`src/rtl/hazard_ctrl.sv`:
```
module hazard_ctrl #(
  parameter int REG_AW = 5,
  parameter int DATA_W = 32
) (
  input  logic              clk,
  input  logic              rst_n,
  input  logic              ex_mem_read,
  input  logic [REG_AW-1:0] ex_dest,
  input  logic [REG_AW-1:0] id_src_a,
  input  logic [REG_AW-1:0] id_src_b,
  input  logic              id_use_a,
  input  logic              id_use_b,
  input  logic              id_branch,
  input  logic [DATA_W-1:0] id_opnd_a,
  input  logic [DATA_W-1:0] id_opnd_b,
  output logic              pc_we,
  output logic              ifid_we,
  output logic              idex_bubble,
  output logic              ifid_flush
);
  localparam logic [REG_AW-1:0] ZERO_REG = '0;

  logic stalled_q;
  logic hit_a, hit_b, load_use, stall, taken;

  assign hit_a    = id_use_a && (id_src_a == ex_dest);
  assign hit_b    = id_use_b && (id_src_b == ex_dest);
  assign load_use = ex_mem_read && (ex_dest != ZERO_REG) && (hit_a || hit_b);
  assign stall    = load_use && !stalled_q;
  assign taken    = id_branch && (id_opnd_a == id_opnd_b);

  always_ff @(posedge clk) begin
    if (!rst_n) stalled_q <= 1'b0;
    else        stalled_q <= stall;
  end

  assign pc_we       = !stall;
  assign ifid_we     = !stall;
  assign idex_bubble = stall;
  assign ifid_flush  = taken && !stall;
endmodule

```
`config.mk`:
```
export PLATFORM = sky130hd
export DESIGN_NAME = hazard_ctrl
export DESIGN_NICKNAME = d
export VERILOG_FILES = /design/src/rtl/hazard_ctrl.sv
export SDC_FILE = /design/constraint.sdc
export NUM_CORES = 1
export LEC_CHECK = 0
export BUFFER_PORTS_ARGS = -buffer_cell sky130_fd_sc_hd__buf_2
export CAP_MARGIN = 40
export CORE_MARGIN = 1
export CORE_UTILIZATION = 27
export DETAILED_ROUTE_END_ITERATION = 16
export PLACE_DENSITY = 0.88
export RECOVER_POWER = 50
export SKIP_LAST_GASP = 1
export SLEW_MARGIN = 20
export SYNTH_ARGS = -nofsm -noshare
export SYNTH_HDL_FRONTEND = slang
export SYNTH_SLANG_ARGS = --single-unit
```
`constraint.sdc`:
```
create_clock -name clk -period 1.9 [get_ports clk]
set_input_delay 0.38 -clock clk [delete_from_list [all_inputs] [get_ports clk]]
set_output_delay 0.38 -clock clk [all_outputs]
set_load 0.01 [all_outputs]
```
# Word-level counts from Yosys, hierarchy flattened
# Index checks and enable logic that the tools add are counted.
# W data, S select, Z words.
# classes
n_eq_ne	3
reduce_logical	11
# ops
operator	count
$eq A32 B32 Y1	1
$eq A5 B5 Y1	2
$logic_and A1 B1 Y1	7
$reduce_bool A5 Y1	1
$logic_not A1 Y1	2
$logic_or A1 B1 Y1	1
# word_totals
register_bits	1
in_bits	85
elab_cells	15

# Depth between registers and ports, before layout
# logic_depth
word_depth	7
ltp_mapped	5
ltp_nobuf	4

# Worst setup path before layout
# Ideal clock, no wire load.
# synth_path
kind	input -> output
from	input ex_dest[0]
to	output ifid_flush
t_arrival_ns	1.514
setup_slack_ns	0.006
stages	4
cell_sequence	or4_1 -> nor2_1 -> nor3b_1 -> a2111oi_2
# synth_between
elab_chain_cells	7
# synth_lines
item	line_no	text
from (decl)	8	input logic [REG_AW-1:0] ex_dest,
$eq A5 B5 Y1, on equally long branches	26, 27	
$logic_and A1 B1 Y1, on equally long branches	26, 27	
$logic_or A1 B1 Y1	28	assign load_use = ex_mem_read && (ex_dest != ZERO_REG) && (hit_a || hit_b);
$logic_and A1 B1 Y1 (*)	28	
$logic_and A1 B1 Y1 (*)	29	assign stall = load_use && !stalled_q;
$logic_not A1 Y1 (*)	40	assign ifid_flush = taken && !stall;
$logic_and A1 B1 Y1 (*)	40	
to (decl)	19	output logic ifid_flush
# Every way passes the cells marked *; elsewhere a longest branch is shown, timed or not.

# Final worst setup path
# layout_path
from	input ex_dest[3]
to	output ifid_flush
# Same word-level chain as after synthesis.

==> metrics.cfg <==
[status]
status=finished with violations
violations=setup timing

[power]
internal-power_mw=0.1447
power_per_cell_area_nw_per_um2=203.7
ir_worst_vdd_mv=0.09394
switching_share_pct=35.64
power.net_switching_mw=0.08011
comb_power_share_pct=90.3
power.static_leakage_nw=0.5870
pwr-share-clk_pct=0
share_of_total_power_in_sequential_cells_pct=9.7

[finish]
final_util_pct=61.25
final-instance-count-excl-fill=184
diodes=0
most-common-layout-cells=sky130_fd_sc_hd__buf_2 (83), sky130_fd_sc_hd__xor2_1 (31), sky130_fd_sc_hd__xnor2_1 (11), sky130_fd_sc_hd__nor4_1 (6)
regMostFlops=stalled_q
mostFrequentLayoutCell=sky130_fd_sc_hd__buf_2
largest_registers=stalled_q x1
drive_above_1_share_pct=63.52
syn_to_final_growth_pct=104.6
fill_cell_instance_count_of_the_final_layout=178
finish.net_count=246
largest_register_ff_count=1
postLayoutCellArea_um2=1104

[floorplan]
dieWidth_um=46.69
die_h_um=46.69
num_rows=15
ioPinCount=89
core-area_um2=1802
fp.dieArea_um2=2180
initial_utilization_pct=29.93

[timing]
final.period_utilization_pct=107.1
layout_min_cycle_time_ns=2.034
slew-limit-headroom_pct=81.96
final.hold.worst_slack_ns=0.6283
hold_viol_final=0
rsz0062_at_grt=true
setup_viol=2
finalClockSkew_ns=0
highest_clock_rate_mhz=491.6
post-route-worst-setup-slack_ns=-0.1343
worst-slew-pin-transition_ns=0.2681
slew_violations=0

[critical_path]
worst_setup_path_start_kind=input pin
r2r_slack_ns=1.02
required_time_at_the_worst_slack_endpoint_ns=1.52
worst_setup_path_end_kind=output port
crit_path_arrival_time_ns=1.65
critPathMaxFanout=2
worstSetupPathType=in2out

[detailed_routing]
via_count=811
detailedRoute.firstPassIterationCount=4
initialDrtViolationCount=5
detail_route.wirelength_um=1877
routed_via_density=4.408
drt.antenna.violating_nets=0
avgRoutedWirePerCell_um=10.20
drcViolationCount=0

[clocking]
worstSkewPairLatency_ns=0
postCtsSetupRepairBufs=0
clk_transition_reported_paths_ns=0
holdBufCountCts=0

[placement]
post-place-ws_ns=-0.2224
routability_driven_placement_congestion_ratio=0.6796
placed_cells=184
port_buffers=88
place.detailed.hpwl_um=1751
dpl-instance-area_um2=1041

[synth]
synth_cell_type_count=16
syn_avg_cell_area_um2=8.049
cell_accounting_for_the_most_synthesized_area=sky130_fd_sc_hd__xor2_1
mappedNetlistArea_um2=539.3
netlist.area_leader.share_pct=50.35
synth.yosys.seq_area_share_pct=3.712
synthesis.nets=152
synthesis.yosys.warnings=0
yosys_register_bits=1
dominant_cells_by_area_after_synthesis=sky130_fd_sc_hd__xor2_1 (50%), sky130_fd_sc_hd__xnor2_1 (18%), sky130_fd_sc_hd__nor4_1 (8.1%)
synthCells=67

[grt]
first_pass_grt_wire_length_um=2732
number_of_global_route_vias_before_repair=795
total_gr_overflow=0
number_of_antenna_violations_at_the_first_check_in_global_routing=0
grt_use_total_pct=16.93
grt_max_degree=5

[run]
max_cap_viol_count=0

[min_path]
worst_hold_path_type=in2reg

-- Yosys cell counts, drive strengths merged --
master   number
xor2         31
xnor2        11
nor4          7
nand2         3
nand4         3
nand3         2
a2111oi       1
and2          1
and3          1
buf           1
dfxtp         1
nor2          1
nor3          1
nor3b         1
o22ai         1
or4           1
-- layout make-up --
type	count	area (um^2)	share of cell area [%]
timing repair buffer	93	509.2	46.15
sequential	1	20.02	1.814
multi-input combinational	65	543.0	49.21
tap	25	31.28	2.834
-- critical path, cell delays in order --
cell and delay, ns:
sky130_fd_sc_hd__buf_6 0.09, sky130_fd_sc_hd__or4_4 0.54, sky130_fd_sc_hd__nor2_4 0.12, sky130_fd_sc_hd__nor3b_2 0.06, sky130_fd_sc_hd__a2111oi_2 0.28, sky130_fd_sc_hd__buf_2 0.19
-- power by group through the flow --
stage                     Combinational [mW]  Clock (mW)  Sequential (mW)
after global routing                   0.224           0           0.0218
after floorplan                       0.0753           0           0.0217
final                                  0.203           0           0.0217
after global placement                 0.184           0           0.0217
after CTS                              0.202           0           0.0217
after detailed placement               0.194           0           0.0217
-- layer usage --
layer,GRT usage (%),wire [um],up-vias
li1,-,-,417
met1,13.39,579,345
met2,40.83,1109,47
met3,1.961,179,2
met4,1.714,9,0
met5,0,0,-
-- path summary, 6_finish.rpt --
check / start / endpoint / cells past startpoint
max: ex_dest[3] / ifid_flush / 6
min: rst_n / stalled_q / 2
max reg2reg: stalled_q / stalled_q / 3
min reg2reg: stalled_q / stalled_q / 3
-- per-stage QoR --
step	power [mW]	TNS, ns
global route	0.2456	-0.2797
CTS	0.2238	-0.2131
floorplan	0.09699	0
detailed placement	0.2155	-0.4134
global placement	0.2060	-0.3587
finish	0.2248	-0.1942
-- cells by family after synthesis --
group,count (synthesis),share of synthesized area [%]
xor+xnor,42,68.21
simple gates,21,22.74
flops,1,3.712
compound gates,2,3.944
buf+inv,1,1.393
-- what timing repair did --
action	CTS	global route
pin swaps	5	2
setup endpoints to repair	4	4
resized for setup	11	2
gates cloned	0	0
Power figures use the tool's default switching activity.
